===== src/rtl/tlb_pkg.sv =====
package tlb_pkg;
  localparam int PTE_W          = 64;
  localparam int PTE_GLOBAL_BIT = 8;
  localparam int PTE_PFN_LSB    = 12;
  localparam int PTE_WR_BIT     = 1;
  localparam int PTE_USR_BIT    = 2;
  localparam int PTE_NX_BIT     = 63;
  localparam int PERM_W         = 3;

  // Permission triple {no-execute, user, writable} pulled from an entry.
  function automatic logic [PERM_W-1:0] perm_of(input logic [PTE_W-1:0] pte);
    return {pte[PTE_NX_BIT], pte[PTE_USR_BIT], pte[PTE_WR_BIT]};
  endfunction
endpackage


===== src/rtl/tlb_match.sv =====
module tlb_match #(
  parameter int N     = 8,
  parameter int VPN_W = 27,
  parameter int CTX_W = 12
) (
  input  logic [N-1:0]            slot_valid,
  input  logic [N-1:0][VPN_W-1:0] slot_vpn,
  input  logic [N-1:0]            slot_glob,
  input  logic [N-1:0][CTX_W-1:0] slot_tag,
  input  logic [VPN_W-1:0]        q_vpn,
  input  logic [CTX_W-1:0]        q_ctx,
  output logic [N-1:0]            match
);
  for (genvar i = 0; i < N; i++) begin : g_cmp
    assign match[i] = slot_valid[i] && (slot_vpn[i] == q_vpn) &&
                      (slot_glob[i] || (slot_tag[i] == q_ctx));
  end
endmodule


===== src/rtl/tlb_victim.sv =====
module tlb_victim #(
  parameter int N = 8,
  localparam int IDX_W = (N > 1) ? $clog2(N) : 1
) (
  input  logic             clk,
  input  logic             rst_n,
  input  logic [N-1:0]     slot_valid,
  input  logic             advance,
  output logic [IDX_W-1:0] victim_idx,
  output logic             full
);
  logic [IDX_W-1:0] rr_q;

  assign full = &slot_valid;

  always_comb begin
    victim_idx = rr_q;
    for (int i = N - 1; i >= 0; i--) begin
      if (!slot_valid[i]) victim_idx = IDX_W'(i);
    end
  end

  always_ff @(posedge clk) begin
    if (!rst_n) rr_q <= '0;
    else if (advance) rr_q <= (rr_q == IDX_W'(N - 1)) ? '0 : rr_q + 1'b1;
  end
endmodule


===== src/rtl/ctx_tlb.sv =====
module ctx_tlb
  import tlb_pkg::*;
#(
  parameter int ENTRIES = 8,
  parameter int VPN_W   = 27,
  parameter int PFN_W   = 28,
  parameter int CTX_W   = 12,
  localparam int IDX_W  = (ENTRIES > 1) ? $clog2(ENTRIES) : 1
) (
  input  logic              clk,
  input  logic              rst_n,
  input  logic              lk_req,
  input  logic [VPN_W-1:0]  lk_vpn,
  output logic              resp_valid,
  output logic              lk_hit,
  output logic [PFN_W-1:0]  lk_pfn,
  output logic [PERM_W-1:0] lk_perm,
  input  logic              fill_en,
  input  logic [VPN_W-1:0]  fill_vpn,
  input  logic [PTE_W-1:0]  fill_pte,
  input  logic              inv_en,
  input  logic [VPN_W-1:0]  inv_vpn,
  input  logic              sw_en,
  input  logic [CTX_W-1:0]  sw_ctx,
  input  logic              sw_flush
);
  // Slot state
  logic [ENTRIES-1:0]                valid_q;
  logic [ENTRIES-1:0]                glob_q;
  logic [ENTRIES-1:0][VPN_W-1:0]     vpn_q;
  logic [ENTRIES-1:0][CTX_W-1:0]     tag_q;
  logic [ENTRIES-1:0][PFN_W-1:0]     pfn_q;
  logic [ENTRIES-1:0][PERM_W-1:0]    perm_q;
  logic [CTX_W-1:0]                  cur_ctx_q;

  // Named internal events
  logic sw_fire, inv_fire, fill_fire;
  logic [ENTRIES-1:0] lk_match, inv_match, fill_match;
  logic fill_hit_any, full;
  logic [IDX_W-1:0] victim_idx, fill_slot, lk_slot;

  assign sw_fire      = sw_en;
  assign inv_fire     = inv_en && !sw_en;
  assign fill_fire    = fill_en && !sw_en && !inv_en;
  assign fill_hit_any = |fill_match;

  logic pte_unused;
  assign pte_unused = ^{fill_pte[PTE_W-2:PTE_PFN_LSB+PFN_W], fill_pte[11:9],
                        fill_pte[7:3], fill_pte[0]};

  tlb_match #(.N(ENTRIES), .VPN_W(VPN_W), .CTX_W(CTX_W)) i_lk_match (
    .slot_valid(valid_q), .slot_vpn(vpn_q), .slot_glob(glob_q), .slot_tag(tag_q),
    .q_vpn(lk_vpn), .q_ctx(cur_ctx_q), .match(lk_match));

  tlb_match #(.N(ENTRIES), .VPN_W(VPN_W), .CTX_W(CTX_W)) i_inv_match (
    .slot_valid(valid_q), .slot_vpn(vpn_q), .slot_glob(glob_q), .slot_tag(tag_q),
    .q_vpn(inv_vpn), .q_ctx(cur_ctx_q), .match(inv_match));

  tlb_match #(.N(ENTRIES), .VPN_W(VPN_W), .CTX_W(CTX_W)) i_fill_match (
    .slot_valid(valid_q), .slot_vpn(vpn_q), .slot_glob(glob_q), .slot_tag(tag_q),
    .q_vpn(fill_vpn), .q_ctx(cur_ctx_q), .match(fill_match));

  tlb_victim #(.N(ENTRIES)) i_victim (
    .clk(clk), .rst_n(rst_n), .slot_valid(valid_q),
    .advance(fill_fire && !fill_hit_any && full),
    .victim_idx(victim_idx), .full(full));

  // Lowest matching slot for fill overwrite and for lookup.
  always_comb begin
    fill_slot = victim_idx;
    lk_slot   = '0;
    for (int i = ENTRIES - 1; i >= 0; i--) begin
      if (fill_match[i]) fill_slot = IDX_W'(i);
      if (lk_match[i])   lk_slot   = IDX_W'(i);
    end
  end

  // Valid bits and current context
  always_ff @(posedge clk) begin
    if (!rst_n) begin
      valid_q   <= '0;
      cur_ctx_q <= '0;
    end else if (sw_fire) begin
      cur_ctx_q <= sw_ctx;
      if (sw_flush) valid_q <= valid_q & glob_q;
    end else if (inv_fire) begin
      valid_q <= valid_q & ~inv_match;
    end else if (fill_fire) begin
      valid_q[fill_slot] <= 1'b1;
    end
  end

  // Slot payload, written only by fills
  always_ff @(posedge clk) begin
    if (rst_n && fill_fire) begin
      vpn_q[fill_slot]  <= fill_vpn;
      tag_q[fill_slot]  <= cur_ctx_q;
      glob_q[fill_slot] <= fill_pte[PTE_GLOBAL_BIT];
      pfn_q[fill_slot]  <= fill_pte[PTE_PFN_LSB +: PFN_W];
      perm_q[fill_slot] <= perm_of(fill_pte);
    end
  end

  // Registered lookup response
  always_ff @(posedge clk) begin
    if (!rst_n) begin
      resp_valid <= 1'b0;
      lk_hit     <= 1'b0;
      lk_pfn     <= '0;
      lk_perm    <= '0;
    end else begin
      resp_valid <= lk_req;
      lk_hit     <= lk_req && (|lk_match);
      lk_pfn     <= (lk_req && (|lk_match)) ? pfn_q[lk_slot]  : '0;
      lk_perm    <= (lk_req && (|lk_match)) ? perm_q[lk_slot] : '0;
    end
  end
endmodule


===== config.mk =====
export PLATFORM = sky130hd
export DESIGN_NAME = ctx_tlb
export DESIGN_NICKNAME = d
export VERILOG_FILES = /design/src/rtl/tlb_pkg.sv /design/src/rtl/tlb_match.sv /design/src/rtl/tlb_victim.sv /design/src/rtl/ctx_tlb.sv
export SDC_FILE = /design/constraint.sdc
export NUM_CORES = 1
export LEC_CHECK = 0
export ABC_AREA = 1
export BUFFER_PORTS_ARGS = -buffer_cell sky130_fd_sc_hd__buf_4
export CORE_MARGIN = 2
export CORE_UTILIZATION = 30
export CTS_BUF_LIST = sky130_fd_sc_hd__clkbuf_16
export DETAILED_ROUTE_END_ITERATION = 8
export GPL_ROUTABILITY_DRIVEN = 0
export GPL_TIMING_DRIVEN = 0
export PLACE_DENSITY = 0.55
export REMOVE_ABC_BUFFERS = 1
export SETUP_SLACK_MARGIN = 0.2
export SLEW_MARGIN = 20
export SYNTH_ARGS = -nofsm -noshare
export SYNTH_HDL_FRONTEND = slang
export SYNTH_HIERARCHICAL = 1
export SYNTH_SLANG_ARGS = --single-unit

===== constraint.sdc =====
create_clock -name clk -period 7.9 [get_ports clk]
set_clock_uncertainty 0.05 [all_clocks]
set_input_delay 1.185 -clock clk [delete_from_list [all_inputs] [get_ports clk]]
set_output_delay 1.185 -clock clk [all_outputs]
set_load 0.05 [all_outputs]

# Word-level counts from Yosys, hierarchy flattened
# Cells that the tools add are included.
# word_totals
reg_bits	624
latchBits	0
ram_bits	0
romBits	0
inputBits	164
output_inout_bits	33
word_cells	203
n_memories	0
# classes
n_addsub	1
mul	0
div	0
order_cmp	3
eq_ne	34
shift	0
mux	48
bitwise	4
n_reduce_logical	73
# ops
operator	n
== test 27 bit	24
bitwise mux 224 bit	1
bitwise mux 216 bit	1
bitwise mux 96 bit	1
== test 12 bit	8
binary-select mux 28 bit (select 3 bit)	1
demux 28 bit (select 3 bit)	1
demux 27 bit (select 3 bit)	1
2-to-1 mux 3 bit	27
logical AND 1 bit	56
2-to-1 mux 28 bit	2
demux 12 bit (select 3 bit)	1
2-to-1 mux 8 bit	4
2-to-1 mux 27 bit	1
bitwise mux 24 bit	1
AND 8 bit	2
OR reduction 8 bit	2
2-to-1 mux 12 bit	1
binary-select mux 3 bit (select 3 bit)	1
demux 3 bit (select 3 bit)	1
bitwise mux 8 bit	1
logical OR 1 bit	8
< comparator 3 x 4 -> 1 bit, second input constant	2
NOT 8 bit	1
other kinds (11)	14

# Longest topological paths before layout
# Gate-level depths: netlist (run 1).
# depth
depth_word	24
ltp_mapped	26
ltp_nobuf	23

# Modules after synthesis
# The synthesis (run 1) kept the hierarchy.
# modules_own_cells
mod	n_inst	cells_each	area_each_um2	seq_area_each_um2
ctx_tlb	1	1546	22247.6	18117.4
tlb_match	3	1285	5556.6	0.0
tlb_victim	1	32	212.7	60.1

# Worst setup path before layout (run 1)
# OpenSTA, ideal clock, no wires.
# synth_path
kind	input to register
from	in fill_vpn[20]
to	reg glob_q[1] (enable)
setup_time_ns	0.588
arrival_time_ns	7.289
t_required_ns	7.262
setup_slack_ns	-0.027
cell_stages	18
path_buffers	1
path_cell_list	buf_4 -> inv_1 -> nand2_1 -> nand2_1 -> nand2_1 -> nor2_1 -> nand3_1 -> nor2_1 -> nand2_1 -> inv_1 -> o21ai_0 -> nand2_1 -> nand2_1 -> nand2_1 -> nand2_1 -> nand2_1 -> nand2_1 -> nor3_1
# synth_rtl
item	line	rtl
from (decl)	ctx_tlb.sv:19	input logic [VPN_W-1:0] fill_vpn,
to (signal, indexed assignment)	ctx_tlb.sv:98	glob_q[fill_slot] <= fill_pte[PTE_GLOBAL_BIT];
to (decl)	ctx_tlb.sv:29	logic [ENTRIES-1:0] glob_q;

==> results of run 1 <==
## worst max-delay path by stage
| stage | to | startpoint | slack (ns) |
|---|---|---|---|
| 3_5_place_dp | vpn_q[52] | fill_vpn[1] | 2.32 |
| 4_1_cts | vpn_q[48] | fill_vpn[1] | 3.01 |
| 5_1_grt | vpn_q[48] | fill_vpn[1] | 2.55 |
| 6_report | vpn_q[48] | fill_vpn[1] | 2.77 |
| 3_3_place_gp | vpn_q[30] | fill_vpn[1] | -6.55 |
| 2_1_floorplan | glob_q[1] | fill_vpn[22] | 0.12 |
## layout make-up
class,count,area (sq um)
Fill cell,13546,84200
Inverter,939,3530
Timing Repair Buffer,226,2590
Sequential cell,624,18200
Clock inverter,61,567
Antenna cell,2,5.00
Tap cell,1742,2180
Clock buffer,73,1830
Multi-Input combinational cell,3687,16400
## Yosys cell counts, drive strengths merged
cell	count	area (sq um)
nand2	2335	8780
inv	930	3490
edfxtp	568	17100
nor2	566	2120
xnor2	351	3070
nand3	274	1370
buf	158	997
dfxtp	56	1120
a21oi	45	229
o21ai	45	225
nand3b	31	233
clkbuf	25	93.8
a21boi	9	67.6
clkinv	9	33.8
a31oi	8	65.1
nor3	6	35.0
o31ai	6	45.0
nand4	3	18.8
ha	2	25.0
o21a	2	15.0
or2	2	12.5
o211a	1	10.0
o22ai	1	6.26
## logic make-up after synthesis
group,Yosys count,share of synthesized area (%)
adders and majority gates,2,0.0639
and+or+nand+nor,3217,32.1
buffers and inverters,1122,11.8
AOI/OAI and AO/OA,117,1.69
DFF,624,46.5
xor gates and xnor gates,351,7.86
## worst max-delay path, cell delays in order
cell and delay (ns):
buf_4 0.34, inv_1 0.23, nand2_1 0.10, nand2_1 0.05
nor2_1 0.37, nand2_1 0.10, nor2_1 0.15, nand2_1 0.24
nor2_1 0.16, nand2_1 0.06, inv_1 0.08, o21ai_0 0.09
nand2_1 0.06, nand2_1 0.04, nand2_1 0.05, nand2_1 0.06
nand2_1 0.12, nand2_1 0.17, nor3_2 0.63, buf_6 0.24
buf_6 0.16, buf_4 0.21, buf_4 0.24, buf_4 0.23
## through the flow
| step | total power [mW] | setup WS (ns) | hold slack, ns | setup TNS [ns] | instance area [sq um] |
|---|---|---|---|---|---|
| 6_report | 7.88 | 2.77 | 0.451 | 0 | 45300 |
| 5_1_grt | 8.13 | 2.55 | 0.491 | 0 | 45300 |
| 2_1_floorplan | 4.08 | 0.120 | 0.401 | 0 | 38000 |
| 3_3_place_gp | 4.44 | -6.55 | 0.421 | -1883.23 | 41400 |
| 3_5_place_dp | 4.47 | 2.32 | 0.443 | 0 | 42900 |
| 4_1_cts | 7.93 | 3.01 | 0.451 | 0 | 45300 |
## sequential cells by signal, summed over array words and instances (netlist names)
| signal | cells |
|---|---|
| pfn_q | 224 |
| i_victim/rr_q | 3 |
| perm_q | 24 |
| resp_valid | 1 |
| glob_q | 8 |
| valid_q | 8 |
| lk_hit | 1 |
| vpn_q | 216 |
| lk_pfn | 28 |
| lk_perm | 3 |
| cur_ctx_q | 12 |
| tag_q | 96 |
## power by group through the flow
stage	Sequential (mW)	Combinational, mW	Clock [mW]
4_1_cts	3.66	0.745	3.53
6_report	3.66	0.764	3.45
3_3_place_gp	3.76	0.678	0
2_1_floorplan	3.74	0.339	0
3_5_place_dp	3.73	0.743	0
5_1_grt	3.66	0.818	3.65
## metal layers
metal / routed length (um) / global-route usage, %
met3: 14600 / 4.69
met2: 61900 / 32.9
met5: 102 / 0
met1: 59600 / 28.0
met4: 9150 / 12.5
## layout by cell type (no fill, tap or decap), types with 3 or more instances in the layout
cell,instances
o21ai_1,6
o31ai_1,6
inv_2,44
bufinv_16,8
dfxtp_1,44
clkinv_2,10
clkbuf_16,73
a21oi_1,43
edfxtp_1,568
nand2_1,2333
nor3_1,4
nand3b_1,31
buf_4,171
buf_6,4
nor2_4,8
nand3_1,274
dfxtp_2,12
a31oi_1,7
nor2_1,558
inv_1,899
buf_16,33
xnor2_1,351
clkinv_1,29
o21ai_0,39
inv_6,3
buf_12,17
a21boi_0,9
nand4_1,3
==> impl_results.md, run 1 <==
* Setup bufs post-CTS at 0
* Relative slew slack at 35.8%
* TritonCTS clock tree: built
* Final hold violations at 0
* Int Pwr at between 5 and 6 mW
* Post-layout minimum cycle time at 5.13 ns
* Critical Path Sink Type: register
* Clk pwr share at 43.8%
* Reg2reg end: vpn_q[48]
* CTS clock-pin slew for the worst setup and hold paths at 0.06 ns
* Worst reg2reg startpoint: valid_q[5]
* Die span in y at 365 um
* CTS resizes at 0
* Full die area at 133000 sq um
* Startpoint Class: input port
* Dpl cells at 7218
* Hold path depth at 2
* Layout net count at 5716
* DRC at 0
* Sink Count at 624
* Total track usage at roughly 22%
* Net switching power at 2.05 mW
* RSZ-0062 raised after global routing: false
* Pins Over Slew Limit at 0
* Worst-margin pin slew at 0.962 ns
* Final wirelength at 145 mm
* R2R Setup Slk at 3.39 ns
* Worst path required time at 8.21 ns
* Seq pwr share at between 40% and 50%
* Largest net degree at the start of global routing at ~110
* Clock Latency Late Sink at 0.69 ns
* Mean Syn Cell Area at a little over 7 sq um
* Via count at between 30000 and 40000
* Final Core Density at between 30% and 40%
* Core outline area at between 100000 and 150000 sq um
* # port buffers at 164
* Total power per unit cell area at 174 nW/um^2
* Drt pass-1 iters at 6
* Gate power share at around a tenth
* Area Growth Syn to Fin at 15.8%
* Status: complete, no violations
* Worst R2R Path Depth at 21
* Worst setup path category: in -> reg
* Mapped Cells at 5433
* Inserted Clock Buffers at 72
* Post-synth cell types at 32
* Number of global-route vias before repair at 31763
* Finish-stage setup viols at 0
* Leakage at 21.5 nW
* Clock Path Buffers at 3
* Hpwl dp at 103 mm
* Hold Path End: i_victim/rr_q[1]
* Sw frac at between 20% and 30%
* Sequential fraction of the synthesis area at 46.5%
* Hold_sp: i_victim/rr_q[1]
* GRT Residual Overflow at 0
* Post-cts hold buffer count at 0
* Detailed Route Iter0 Violations at approximately 4000
* Final cell count without fillers at 7354
* Share of cells above drive strength 1 at approximately 7%
* Synth Warn # at 6
* I/O pin cnt at 197
* Initial Util at 30.2%
* Worst VDD drop at 128 uV
* First-pass GRT wire length at 209 mm
* Initial antenna violation count at 11
* Root Buffer: clkbuf_16
* DR WL/cell at 19.8 um
* Htree depth at 3
* Cell Area, Synth at 39100 sq um
* Hold Path Class: reg -> reg
* Max Clk Rate at 0.195 GHz
* Worst EP arrival at ~5.5 ns
* Max cap viols at 0
* Die Wd at 365 um
* Antenna Nets Post-Route at 0
* Final period utilization at 65.0%
* Seq cells post-synth at 624
* Critical path peak fanout at 18
* Row cnt at 132
* Via density at ~4.7
Power figures use the tool's default switching activity.
==> run 2, diff against run 1 <==
--- a/config.mk
+++ b/config.mk
@@ -5,7 +5,7 @@
 export SDC_FILE = /design/constraint.sdc
 export NUM_CORES = 1
 export LEC_CHECK = 0
-export ABC_AREA = 1
+export ABC_AREA = 0
 export BUFFER_PORTS_ARGS = -buffer_cell sky130_fd_sc_hd__buf_4
 export CORE_MARGIN = 2
 export CORE_UTILIZATION = 30
@@ -13,7 +13,7 @@
 export DETAILED_ROUTE_END_ITERATION = 8
 export GPL_ROUTABILITY_DRIVEN = 0
 export GPL_TIMING_DRIVEN = 0
-export PLACE_DENSITY = 0.55
+export PLACE_DENSITY = 0.54
 export REMOVE_ABC_BUFFERS = 1
 export SETUP_SLACK_MARGIN = 0.2
 export SLEW_MARGIN = 20
==> constraint.sdc (replaced) <==
create_clock -name clk -period 5.37 [get_ports clk]
set_clock_uncertainty 0.05 [all_clocks]
set_input_delay 0.8055 -clock clk [delete_from_list [all_inputs] [get_ports clk]]
set_output_delay 0.8055 -clock clk [all_outputs]
set_load 0.05 [all_outputs]
==> run 2 against run 1 <==
  * Area after synthesis decreased by 16%
  * Design area decreased by 15%
  * Hold slack got worse by 0.10 ns
  * Cell count down 44%
  * Via count down 41%
  * Sequential cell count stayed put
  * Largest cell class unchanged
  * Critical path depth is 9 lower
  * Setup slack worse by 2.1 ns
  * Synthesized cell count down 54%
  * Power up 40%
==> impl_results.md, run 2 <==
* GRT Residual Overflow at 0 (unchanged)
* Final wirelength at 100 mm (was 145 mm)
* Post-Synth XOR/XNOR Area at 25.0% (was 7.86%)
* Worst path required time at 5.66 ns (was 8.21 ns)
* Layout net count at 2801 (was 5716)
* Most frequent cells in the layout: xor2_1 (576), edfxtp_1 (568), xnor2_1 (360) (was nand2_1 (2333), inv_1 (899), edfxtp_1 (568))
* Initial Util at 30.2% (about the same)
* DR WL/cell at 24.4 um (was 19.8 um)
* Max Clk Rate at 0.213 GHz
* Via density at 4.94 (was 4.66)
* Worst reg2reg startpoint: cur_ctx_q[11] (was valid_q[5])
* Number of flops mapped to enable cells by yosys at 568 (unchanged)
* CTS clock-pin slew for the worst setup and hold paths at 0.06 ns (about the same)
* Compound-cell area share of the yosys netlist at 5.07% (was 1.69%)
* Final Core Density at 35.4% (was 35.0%)
* Worst setup startpoint: cur_ctx_q[11] (was fill_vpn[1])
* Final cell count without fillers at 4110 (was 7354)
* Mean Syn Cell Area at 13.2 sq um (was 7.20 sq um)
* Reg area at 18200 sq um (unchanged)
* Finish-stage setup viols at 0 (unchanged)
* Post-Route Setup TNS at 0 ns (unchanged)
* Worst VDD drop at 239 uV (was 128 uV)
* Fillers at 10456 (was 13546)
* Critical Path Sink Type: register (unchanged)
* Hold Path Class: in -> reg (was reg -> reg)
* Area Growth Syn to Fin at 17.4% (was 15.8%)
* Root Buffer: clkbuf_16 (unchanged)
* Inserted Clock Buffers at 75 (was 72)
* Largest family of logic cells by synthesized area: XOR/XNOR gates (was simple AND/OR/NAND/NOR gates)
* Detailed Route Iter0 Violations at 1374 (was 3950)
* Full die area at 112000 sq um (was 133000 sq um)
* Reg with most FFs: pfn_q (unchanged)
* Leakage at 13.1 nW (was 21.5 nW)
* Via count at 20296 (was 34255)
* Post-synth cell types at 49 (was 32)
* Most used standard cell by instance count after synthesis: xor2_1 (was nand2_1)
* Clock Path Buffers at 3 (unchanged)
* Ys async rst share at 0% (unchanged)
* Mapped Cells at 2477 (was 5433)
* Largest net degree at the start of global routing at 51 (was 109)
* Sink Count at 624 (unchanged)
* Pins Over Slew Limit at 0 (unchanged)
* Synth area leader: edfxtp_1 (unchanged)
* Clock Latency Late Sink at 0.65 ns (was 0.69 ns)
* Worst Hold Slack at 0.352 ns (was 0.451 ns)
* Synth Area in Adders at 0.0764% (was 0.0640%)
* Number of global-route vias before repair at 20500 (was 31763)
* First-pass GRT wire length at 144 mm (was 209 mm)
* Htree depth at 3 (unchanged)
* Biggest registers after layout: pfn_q: 224 flops, vpn_q: 216 flops, tag_q: 96 flops (unchanged)
* Max cap viols at 0 (unchanged)
* Die Wd at 334 um (was 365 um)
* Status: complete, no violations (unchanged)
* Max reg flops at 224 (unchanged)
* Final instance area at 38400 sq um (was 45300 sq um)
* Worst setup path category: reg -> reg (was in -> reg)
* Antenna Nets Post-Route at 0 (unchanged)
* TritonCTS clock tree: built (unchanged)
* Multi-input logic area at 13400 sq um (was 16400 sq um)
* RSZ-0062 raised after global routing: false (unchanged)
* Total power per unit cell area at 287 nW/um^2 (was 174 nW/um^2)
* Design Power at 11.0 mW (was 7.88 mW)
* DRC at 0 (unchanged)
* Total track usage at 17.7% (was 21.5%)
* Hold_sp: fill_pte[21] (was i_victim/rr_q[1])
* Commonest cells in the netlist: xor2_1 (576), edfxtp_1 (568), xnor2_1 (360) (was nand2_1 (2333), inv_1 (885), edfxtp_1 (568))
* Critical path peak fanout at 18 (unchanged)
* Simple-gate area share of the yosys netlist at 8.80% (was 32.1%)
* Share of cells above drive strength 1 at 16.6% (was 7.09%)
* Synth top area cells: edfxtp_1 (52%), xor2_1 (15%), xnor2_1 (9.6%), dfxtp_1 (3.4%), nor4_1 (2.8%) (was edfxtp_1 (44%), nand2_1 (22%), inv_1 (8.5%), xnor2_1 (7.9%), nor2_1 (5.4%))
* Final Worst Setup Slack at 0.673 ns (was 2.77 ns)
* Mux contribution to synthesized area at 1.49% (was 0%)
* Hpwl dp at 69.6 mm (was 103 mm)
* Sequential fraction of the synthesis area at 55.5% (was 46.5%)
* DP Worst Slack at 0.00491 ns (was 2.32 ns)
* Synth top area share at 52.1% (was 43.6%)
* Die span in y at 334 um (was 365 um)
* Seq cells post-synth at 624 (unchanged)
* Synth Warn # at 6 (unchanged)
* Core outline area at 109000 sq um (was 129000 sq um)
* Dpl cells at 3969 (was 7218)
* Row cnt at 121 (was 132)
* Most common cell after layout, fill and taps aside: xor2_1 (was nand2_1)
* Final period utilization at 87.5%
* Relative slew slack at 27.3% (was 35.8%)
* Worst-margin pin slew at 1.08 ns (was 0.962 ns)
* Worst EP arrival at 4.98 ns (was 5.45 ns)
* Initial antenna violation count at 10 (was 11)
* Post-cts hold buffer count at 0 (unchanged)
* Post-layout minimum cycle time at 4.70 ns
* Drt pass-1 iters at 5 (was 6)
* # port buffers at 164 (unchanged)
* Startpoint Class: register (was input port)
* I/O pin cnt at 197 (unchanged)
* Placed cell area at 36000 sq um (was 42900 sq um)
* Cell Area, Synth at 32700 sq um (was 39100 sq um)
* Final hold violations at 0 (unchanged)
* Synth Flop Type: edfxtp_1 (unchanged)
## run 2: cell count changes after synthesis, moves of 33 or more
cell / change
nand4_1: +95
buf_6: +73
nor2_1: -546
buf_4: -67
nand2_1: -2225
nor4_1: +147
a21oi_1: -39
nand3_1: -244
inv_2: -45
inv_1: -877
xor2_1: +576
a221oi_1: +33
## run 2: worst max-delay path, cell delays in order, from the launching register on
cell and delay, ns:
dfxtp_2 0.68, buf_16 0.23, xor2_1 0.16, nor4_1 0.09, a31oi_1 0.53, nor3_2 0.22, nor4_1 0.43, o21ai_1 0.21
inv_1 0.09, nand3_1 0.38, nor3_4 0.35, buf_4 0.25, buf_4 0.20, buf_6 0.17, buf_4 0.18, buf_6 0.16
## run 2: cell type report
cell class,count,area share [%]
Antenna cell,1,0.00651
Clock buffer,77,5.01
Clock inverter,60,1.08
Inverter,8,0.0781
Multi-Input combinational cell,1681,34.9
Sequential cell,624,47.3
Tap cell,1414,4.60
Timing Repair Buffer,245,7.02
## run 2: path summary, 6_finish.rpt
path,endpoint,slack (ns),cells past startpoint
worst max-delay path,pfn_q[141],0.67,15
worst min-delay path,pfn_q[121],0.35,1
worst max register to register,pfn_q[141],0.67,15
worst min register to register,i_victim/rr_q[1],0.51,2
## run 2: repair_timing
item,4_1_cts,5_1_grt
resized for setup,0,3
buffers inserted,0,3
endpoints found under the setup margin,0,34
## run 2: per-layer routing
| layer | track usage, % | vias to the layer above | routed length [um] |
|---|---|---|---|
| met2 | 29.8 | 577 | 48100 |
| met5 | 0 | - | 124 |
| li1 | - | 9367 | - |
| met4 | 7.13 | 18 | 3810 |
| met3 | 3.93 | 179 | 6200 |
| met1 | 22.1 | 10155 | 42000 |
## run 2: cell families after synthesis
group | after synthesis
flip-flops | 624
XOR/XNOR | 936
buffers and inverters | 172
multiplexers | 45
adder cells (fa/ha/maj) | 2
AND/OR/NAND/NOR | 515
AO/OA/AOI/OAI | 183
## run 2: power breakdown
group	internal (mW)	leakage [nW]	switching [mW]	total, mW
sequential	5.32	5.57	0.0451	5.36
clock	2.80	1.22	2.08	4.88
combinational	0.308	6.27	0.473	0.781
total	8.42	13.1	2.60	11.0
